==> config.mk <==
export PLATFORM = sky130hd
export DESIGN_NAME = rx_flag_ctrl
export DESIGN_NICKNAME = d
export VERILOG_FILES = /design/src/rtl/rx_flag_pkg.sv /design/src/rtl/rx_clr_seq.sv /design/src/rtl/rx_idle_det.sv /design/src/rtl/rx_hold_reg.sv /design/src/rtl/rx_flag_ctrl.sv
export SDC_FILE = /design/constraint.sdc
export NUM_CORES = 1
export LEC_CHECK = 0
export CAP_MARGIN = 20
export CELL_PAD_IN_SITES_DETAIL_PLACEMENT = 0
export CELL_PAD_IN_SITES_GLOBAL_PLACEMENT = 1
export CORE_MARGIN = 2
export CORE_UTILIZATION = 31
export DETAILED_ROUTE_END_ITERATION = 10
export PLACE_DENSITY = 0.88
export SYNTH_ARGS = -nofsm -noshare
export SYNTH_HDL_FRONTEND = slang
export SYNTH_SLANG_ARGS = --single-unit
==> constraint.sdc <==
create_clock -name clk -period 2.1 [get_ports clk]
set_input_delay 0.63 -clock clk [delete_from_list [all_inputs] [get_ports clk]]
set_output_delay 0.63 -clock clk [all_outputs]
set_load 0.02 [all_outputs]
==> src/rtl/rx_flag_pkg.sv <==
`timescale 1ns/1ps
package rx_flag_pkg;
  localparam int STAT_W    = 16;
  localparam int FULL_BIT  = 13;
  localparam int IDLE_BIT  = 12;
  localparam int OVR_BIT   = 11;
  localparam int NOISE_BIT = 10;

  // indices of the flags that are cleared through a bus sequence
  localparam int SEQ_FULL  = 0;
  localparam int SEQ_OVR   = 1;
  localparam int SEQ_NOISE = 2;
  localparam int SEQ_N     = 3;

  function automatic logic [STAT_W-1:0] pack_status(input logic full,
                                                     input logic idle,
                                                     input logic ovr,
                                                     input logic noise);
    logic [STAT_W-1:0] w;
    w            = '0;
    w[FULL_BIT]  = full;
    w[IDLE_BIT]  = idle;
    w[OVR_BIT]   = ovr;
    w[NOISE_BIT] = noise;
    return w;
  endfunction

  function automatic int unsigned idle_limit(input logic long_sel,
                                             input int unsigned short_run,
                                             input int unsigned long_run);
    return long_sel ? long_run : short_run;
  endfunction
endpackage

==> src/rtl/rx_clr_seq.sv <==
`timescale 1ns/1ps
// Two-step clear: a status read while the flag is set arms the sequence,
// and a later completing strobe fires the clear.
module rx_clr_seq (
  input  logic clk,
  input  logic rst_n,
  input  logic flag,
  input  logic arm_strobe,
  input  logic fire_strobe,
  output logic clear
);
  logic arm_q;

  assign clear = arm_q & fire_strobe;

  always_ff @(posedge clk or negedge rst_n) begin
    if (!rst_n)                  arm_q <= 1'b0;
    else if (clear)              arm_q <= 1'b0;
    else if (arm_strobe && flag) arm_q <= 1'b1;
  end
endmodule

==> src/rtl/rx_idle_det.sv <==
`timescale 1ns/1ps
module rx_idle_det #(
  parameter int unsigned IDLE_SHORT = 10,
  parameter int unsigned IDLE_LONG  = 11
) (
  input  logic clk,
  input  logic rst_n,
  input  logic bit_tick,
  input  logic line_level,
  input  logic long_frame,
  input  logic wake_mode,
  input  logic frame_accept,
  output logic idle_flag,
  output logic idle_set_evt,
  output logic idle_armed
);
  import rx_flag_pkg::*;

  localparam int CNT_W = $clog2(IDLE_LONG + 1);
  localparam logic [CNT_W-1:0] CNT_MAX = CNT_W'(IDLE_LONG);

  logic [CNT_W-1:0] cnt_q, cnt_inc, limit;
  logic             idle_q, arm_q;
  logic             high_tick, low_tick;

  assign high_tick = bit_tick & line_level;
  assign low_tick  = bit_tick & ~line_level;
  assign cnt_inc   = (cnt_q == CNT_MAX) ? cnt_q : cnt_q + 1'b1;
  assign limit     = CNT_W'(idle_limit(long_frame, IDLE_SHORT, IDLE_LONG));

  assign idle_set_evt = high_tick & (cnt_inc >= limit) & arm_q & ~wake_mode & ~idle_q;
  assign idle_flag    = idle_q;
  assign idle_armed   = arm_q;

  always_ff @(posedge clk or negedge rst_n) begin
    if (!rst_n) begin
      cnt_q  <= '0;
      idle_q <= 1'b0;
      arm_q  <= 1'b0;
    end else begin
      if (low_tick)       cnt_q <= '0;
      else if (high_tick) cnt_q <= cnt_inc;

      if (low_tick)          idle_q <= 1'b0;
      else if (idle_set_evt) idle_q <= 1'b1;

      if (frame_accept)      arm_q <= 1'b1;
      else if (idle_set_evt) arm_q <= 1'b0;
    end
  end
endmodule

==> src/rtl/rx_hold_reg.sv <==
`timescale 1ns/1ps
module rx_hold_reg #(
  parameter int DATA_W = 8
) (
  input  logic              clk,
  input  logic              rst_n,
  input  logic              load,
  input  logic [DATA_W-1:0] din,
  output logic [DATA_W-1:0] dout
);
  always_ff @(posedge clk or negedge rst_n) begin
    if (!rst_n)    dout <= '0;
    else if (load) dout <= din;
  end
endmodule

==> src/rtl/rx_flag_ctrl.sv <==
`timescale 1ns/1ps
module rx_flag_ctrl #(
  parameter int          DATA_W     = 8,
  parameter int unsigned IDLE_SHORT = 10,
  parameter int unsigned IDLE_LONG  = 11
) (
  input  logic              clk,
  input  logic              rst_n,
  input  logic              frame_done,
  input  logic              frame_noise,
  input  logic [DATA_W-1:0] frame_data,
  input  logic              bit_tick,
  input  logic              line_level,
  input  logic              long_frame,
  input  logic              wake_mode,
  input  logic              rd_status,
  input  logic              rd_data,
  input  logic              wr_status,
  output logic [15:0]       status_word,
  output logic [DATA_W-1:0] rx_data
);
  import rx_flag_pkg::*;

  logic             full_q, ovr_q, noise_q;
  logic             accept_evt, overrun_evt;
  logic             idle_flag, idle_set_evt, idle_armed;
  logic [SEQ_N-1:0] seq_flag, seq_fire, seq_clr;

  assign accept_evt  = frame_done & ~full_q;
  assign overrun_evt = frame_done & full_q;

  assign seq_flag[SEQ_FULL]  = full_q;
  assign seq_flag[SEQ_OVR]   = ovr_q;
  assign seq_flag[SEQ_NOISE] = noise_q;
  assign seq_fire[SEQ_FULL]  = rd_data;
  assign seq_fire[SEQ_OVR]   = wr_status;
  assign seq_fire[SEQ_NOISE] = wr_status;

  for (genvar g = 0; g < SEQ_N; g++) begin : g_seq
    rx_clr_seq u_seq (
      .clk        (clk),
      .rst_n      (rst_n),
      .flag       (seq_flag[g]),
      .arm_strobe (rd_status),
      .fire_strobe(seq_fire[g]),
      .clear      (seq_clr[g])
    );
  end

  // set has priority over a completing clear
  always_ff @(posedge clk or negedge rst_n) begin
    if (!rst_n) begin
      full_q  <= 1'b0;
      ovr_q   <= 1'b0;
      noise_q <= 1'b0;
    end else begin
      if (accept_evt)             full_q <= 1'b1;
      else if (seq_clr[SEQ_FULL]) full_q <= 1'b0;

      if (overrun_evt)            ovr_q <= 1'b1;
      else if (seq_clr[SEQ_OVR])  ovr_q <= 1'b0;

      if (accept_evt && frame_noise) noise_q <= 1'b1;
      else if (seq_clr[SEQ_NOISE])   noise_q <= 1'b0;
    end
  end

  rx_hold_reg #(.DATA_W(DATA_W)) u_hold (
    .clk  (clk),
    .rst_n(rst_n),
    .load (accept_evt),
    .din  (frame_data),
    .dout (rx_data)
  );

  rx_idle_det #(.IDLE_SHORT(IDLE_SHORT), .IDLE_LONG(IDLE_LONG)) u_idle (
    .clk         (clk),
    .rst_n       (rst_n),
    .bit_tick    (bit_tick),
    .line_level  (line_level),
    .long_frame  (long_frame),
    .wake_mode   (wake_mode),
    .frame_accept(accept_evt),
    .idle_flag   (idle_flag),
    .idle_set_evt(idle_set_evt),
    .idle_armed  (idle_armed)
  );

  assign status_word = pack_status(full_q, idle_flag, ovr_q, noise_q);
endmodule

# [Yosys cells after proc, flatten, opt, wreduce, memory -nomap -nowiden]
# Index checks and enable logic that the tools add are counted.
# Widths: inputs -> output; s select.
[totals] ff_bits=20 input_bits=19 output_inout_bits=24 word_cells=61
[op_classes] addsub=1 order_cmp=1 n_eq_ne=1 mux=20 bitwise=15 n_reduce_logical=13
[ops] operator="$reduce_bool 2->1" count=9
[ops] operator="$mux 1" count=17
[ops] operator="$mux 4" count=3
[ops] operator="$and 1x1->1" count=11
[ops] operator="$add 4x1->4 const B" count=1
[ops] operator="$eq 4x4->1 const B" count=1
[ops] operator="$ge 4x4->1" count=1
[ops] operator="$logic_and 1x1->1" count=4
[ops] operator="$not 1->1" count=4

# [Logic depth before layout (Yosys ltp)]
[depth] word_depth=9 mapped_depth=8 ltp_nobuf=8

# [Cells and area by module]
# Synthesis repeated with hierarchy kept, for this count alone.
[hier_totals] hier_cells=98 hier_area_um2=1152.4
[modules_own_cells] module="rx_idle_det" n_inst=1 cells_per_inst=41 area_per_inst_um2=435.4 seq_area_each_um2=150.1
[modules_own_cells] module="rx_hold_reg" n_inst=1 cells_per_inst=17 area_per_inst_um2=331.6 seq_area_each_um2=200.2
[modules_own_cells] module="rx_flag_ctrl" n_inst=1 cells_per_inst=28 area_per_inst_um2=246.5 seq_area_each_um2=75.1
[modules_own_cells] module="rx_clr_seq" n_inst=3 cells_per_inst=4 area_per_inst_um2=46.3 seq_area_each_um2=25.0

# [Worst setup path before layout]
# OpenSTA, ideal clock, no wires.
[synth_path] kind="register to register" start="register u_idle.cnt_q[0]" end="register u_idle.idle_q, in the netlist u_idle.idle_flag" setup_ns=0.122 arrival_ns=1.636 t_required_ns=1.978 setup_slack_ns=0.343 path_stages_with_launch=9 n_path_buf=0 synth_period_minus_slack_ns=1.757 path_cell_list="dfrtp_1 -> ha_1 -> nand3b_4 -> xnor2_1 -> ha_1 -> nand2b_1 -> nand3_1 -> o211ai_2 -> a32o_1"
[synth_between] elab_chain_len=8 elab_cells_between_ends=9 cone_classes="1 x add/sub; 1 x order compare; 1 x eq/ne; 1 x mux; 4 x bitwise; 1 x reduce/logical"
[synth_rtl] element="start, declared" line="rx_idle_det.sv:22" text="logic [CNT_W-1:0] cnt_q, cnt_inc, limit;"
[synth_rtl] element="start signal, assigned" line="rx_idle_det.sv:42" text="else if (high_tick) cnt_q <= cnt_inc;"
[synth_rtl] element="$add 4x1->4 or $eq 4x4->1 (tied branches)" line="rx_idle_det.sv:28" text="assign cnt_inc = (cnt_q == CNT_MAX) ? cnt_q : cnt_q + 1'b1;"
[synth_rtl] element="$mux 4 (*)" line="rx_idle_det.sv:28"
[synth_rtl] element="$ge 4x4->1 (*)" line="rx_idle_det.sv:31" text="assign idle_set_evt = high_tick & (cnt_inc >= limit) & arm_q & ~wake_mode & ~idle_q;"
[synth_rtl] element="$and 1x1->1 (*) (4 in a row)" line="rx_idle_det.sv:31"
[synth_rtl] element="$reduce_bool 2->1 (no source line) (*)"
[synth_rtl] element="end signal, assigned" line="rx_idle_det.sv:38" text="idle_q <= 1'b0;"
[synth_rtl] element="end signal, assigned" line="rx_idle_det.sv:44" text="if (low_tick) idle_q <= 1'b0;"
[synth_rtl] element="end signal, assigned" line="rx_idle_det.sv:45" text="else if (idle_set_evt) idle_q <= 1'b1;"
[synth_rtl] element="end, declared" line="rx_idle_det.sv:23" text="logic idle_q, arm_q;"
# Mark *: on every way between the ends. The rest lies on a longest branch, timed or not.
# A chain may end at the register's enable or synchronous reset.

# [Final worst setup path]
[layout_path] start="register full_q" end="output status_word[13]"
[layout_lines] element="start, declared" line="rx_flag_ctrl.sv:24" text="logic full_q, ovr_q, noise_q;"
[layout_lines] element="start signal, assigned" line="rx_flag_ctrl.sv:53" text="full_q <= 1'b0;"
[layout_lines] element="start signal, assigned" line="rx_flag_ctrl.sv:57" text="if (accept_evt) full_q <= 1'b1;"
[layout_lines] element="start signal, assigned" line="rx_flag_ctrl.sv:58" text="else if (seq_clr[SEQ_FULL]) full_q <= 1'b0;"
[layout_lines] element="end, declared" line="rx_flag_ctrl.sv:19" text="output logic [15:0] status_word,"
# No word-level cell between the ends.

==> run summary <==
status: finished clean
Peak Freq: 0.5008 GHz
P_int: 876.1 uW
Tmin final: 1.997 ns
Clock Pin Slew Worst Setup and Hold Paths: 0.10 ns
Hold EP: g_seq[0].u_seq.arm_q
total CTS buffers: 3
combinational power share: 0.427
Leak: 0.0006116 uW
DIE AREA: 3769 um2
Reg area: 500.5 um2
setup TNS: 0 ns
#FFs+latches synth: 20
Crit path max-delay family: buffers and inverters
clk_skew: 0.0009907 ns
gpl congestion: 0.6958
FF-to-FF End: u_idle.idle_flag
Synth warnings: 0
worst hold path cell count: 1
register area share after synthesis: 0.4902
power per cell area: 992.6 nW/um2
DP HPWL: 1.416 mm
cells on worst reg2reg path: 8
Slew Viols, Final: 0
max-cap violation count: 0
CTS max path bufs: 2
synthesized area per cell: 11.60 um2
area of the multi-input gates: 422.9 um2
Fin Hold WS: 0.4755 ns
H-tree depth: 1
# DRC: 0
Seq pwr share: 0.442
Vias: 682
die width: 61.39 um
Worst Path Arrival: 1.37 ns
switching power: 441.6 uW
DR iter-0 viols: 4
Final setup viols: 0
FF-to-FF setup slack: 0.19 ns
Setup crit start kind: flop
worst hold path type: flop to flop
RSZ-0062 raised after global routing: false
hold_buf cts: 0
commonest cells after routing, fill and taps aside: 30 x clkdlybuf4s50_1, 20 x dfrtp_1, 12 x conb_1, 9 x mux2_2, 8 x nand2_1
Crit path largest cell delay: 0.64 ns
antenna violations before repair: 0
cell count after synthesis: 88
total grt overflow: 0
clock power share: 0.130
setup bufs post-CTS: 0
share of post-route cells with drive strength above 1: 0.1624
chip height: 61.39 um
Setup crit end kind: output pin
gr usage total: 0.1053
sw frac: 0.3351
Routed wire per std cell: 11.06 um
Placed Area: 1305 um2
antenna-violating nets left: 0
Hold Crit Start: g_seq[0].u_seq.arm_q
Root Driver: clkbuf_4
Mapped Area: 1021 um2
post-route cell area: 1328 um2
final hold violation count: 0
largest net degree at the start of global routing: 21
Clock Latency Late Sink: 0.29 ns
Final nets: 140
most common cell after layout, fill and taps aside: clkdlybuf4s50_1
Post-Layout Cell Count: 161
drt pass-1 iters: 2
first-pass GRT wire length: 2.973 mm
Syn-to-layout area delta: 30.02%
crit-path max FO: 6
number of port buffers: 30
worst r2r src: u_idle.cnt_q[0]
period utilization: 0.9509
peak supply drop: 0.5751 mV
Crit Path Class: flop to output pin
Buffers & Inverters on Critical Path: 1
Crit path required time: 1.47 ns
site row count: 20
CTS tree: done
CORE AREA: 3103 um2
Starting Density: 0.3290
Antenna diodes: 0
# fillers: 328
clock sinks: 20
vias per cell: 4.236
post_cts resized: 0
vias in the first global route: 752
dpl cells: 158
Worst path slowest cell: clkdlybuf4s50_1
I/O pins: 43
worst path cell trace: clkdlybuf4s50_1
post-synth cell types: 26
final WL: 1.781 mm
registers in the layout, indices dropped and copies added (netlist names):
| name | cells |
|---|---|
| u_idle.cnt_q | 4 |
| u_idle.idle_armed | 1 |
| noise_q | 1 |
| full_q | 1 |
| u_idle.idle_flag | 1 |
| g_seq.u_seq.arm_q | 3 |
| u_hold.dout | 8 |
| ovr_q | 1 |
synthesized netlist by cell type, drive strengths merged:
master    n  area [um2]
a31oi     2       12.51
a21oi     1       8.760
nor3b     1       7.510
xnor2     1       8.760
mux2      9       101.4
xor2      1       8.760
mux2i     3       30.03
conb      1       3.750
a21o      1       8.760
o21ai     1       5.000
o2bb2ai   1       8.760
buf      17       127.6
nor2      3       13.77
nand2b    1       6.260
inv       3       11.26
o211ai    1       12.51
nand3     2       10.01
ha        2       25.02
dfrtp    20       500.5
a22o      3       26.28
nor3      1       5.000
nor2b     3       18.77
nand3b    1       20.02
a32o      1       10.01
nand2     8       30.03
logic make-up after synthesis:
group                      Yosys count  synth area share
adders and majority gates            2           0.02451
muxes                               12            0.1287
buffers and inverters               20            0.1360
DFF                                 20            0.4902
AOI/OAI and AO/OA                   11           0.09069
other                                1          0.003673
xor gates and xnor gates             2           0.01716
and+or+nand+nor                     20            0.1091
area by class of cell:
class	instances	area share
sequential	20	0.3770
multi-input combinational	59	0.3186
timing repair buffer	32	0.2375
tap	44	0.04147
clock buffer	3	0.01697
inverter	3	0.008483
power groups by stage:
stage | registers, uW | clock network [uW] | logic (uW)
after detailed placement | 587 | 0 | 570
after global routing | 601 | 197 | 604
after floorplan | 676 | 0 | 249
final | 583 | 171 | 563
after global placement | 591 | 0 | 558
after CTS | 585 | 182 | 571
worst max path at each step:
stage                     from                to  slack [ns]  depth (start not counted)
2_1_floorplan  u_idle.cnt_q[0]  u_idle.idle_flag        0.34                          8
4_1_cts                 full_q   status_word[13]        0.08                          1
6_report                full_q   status_word[13]        0.10                          1
5_1_grt                 full_q   status_word[13]        0.03                          1
3_3_place_gp        long_frame  u_idle.idle_flag        0.07                          6
3_5_place_dp        long_frame  u_idle.idle_flag        0.08                          6
metrics by stage:
stage / worst slack [ns] / total power, uW / utilization
2_1_floorplan: 0.3426 / 924.5 / -
3_3_place_gp: 0.07108 / 1149 / 0.4206
3_5_place_dp: 0.07592 / 1157 / 0.4206
4_1_cts: 0.07869 / 1337 / 0.4278
5_1_grt: 0.02640 / 1402 / 0.4278
6_report: 0.1031 / 1318 / 0.4278
routing by layer:
layer / up-vias / GRT usage / wire, um
met5: - / 0 / 0
met4: 0 / 0.03647 / 16
met3: 2 / 0.02521 / 111
met2: 28 / 0.1839 / 859
met1: 320 / 0.1270 / 794
li1: 332 / - / -
No activity file was read; power rests on OpenSTA's default activity.
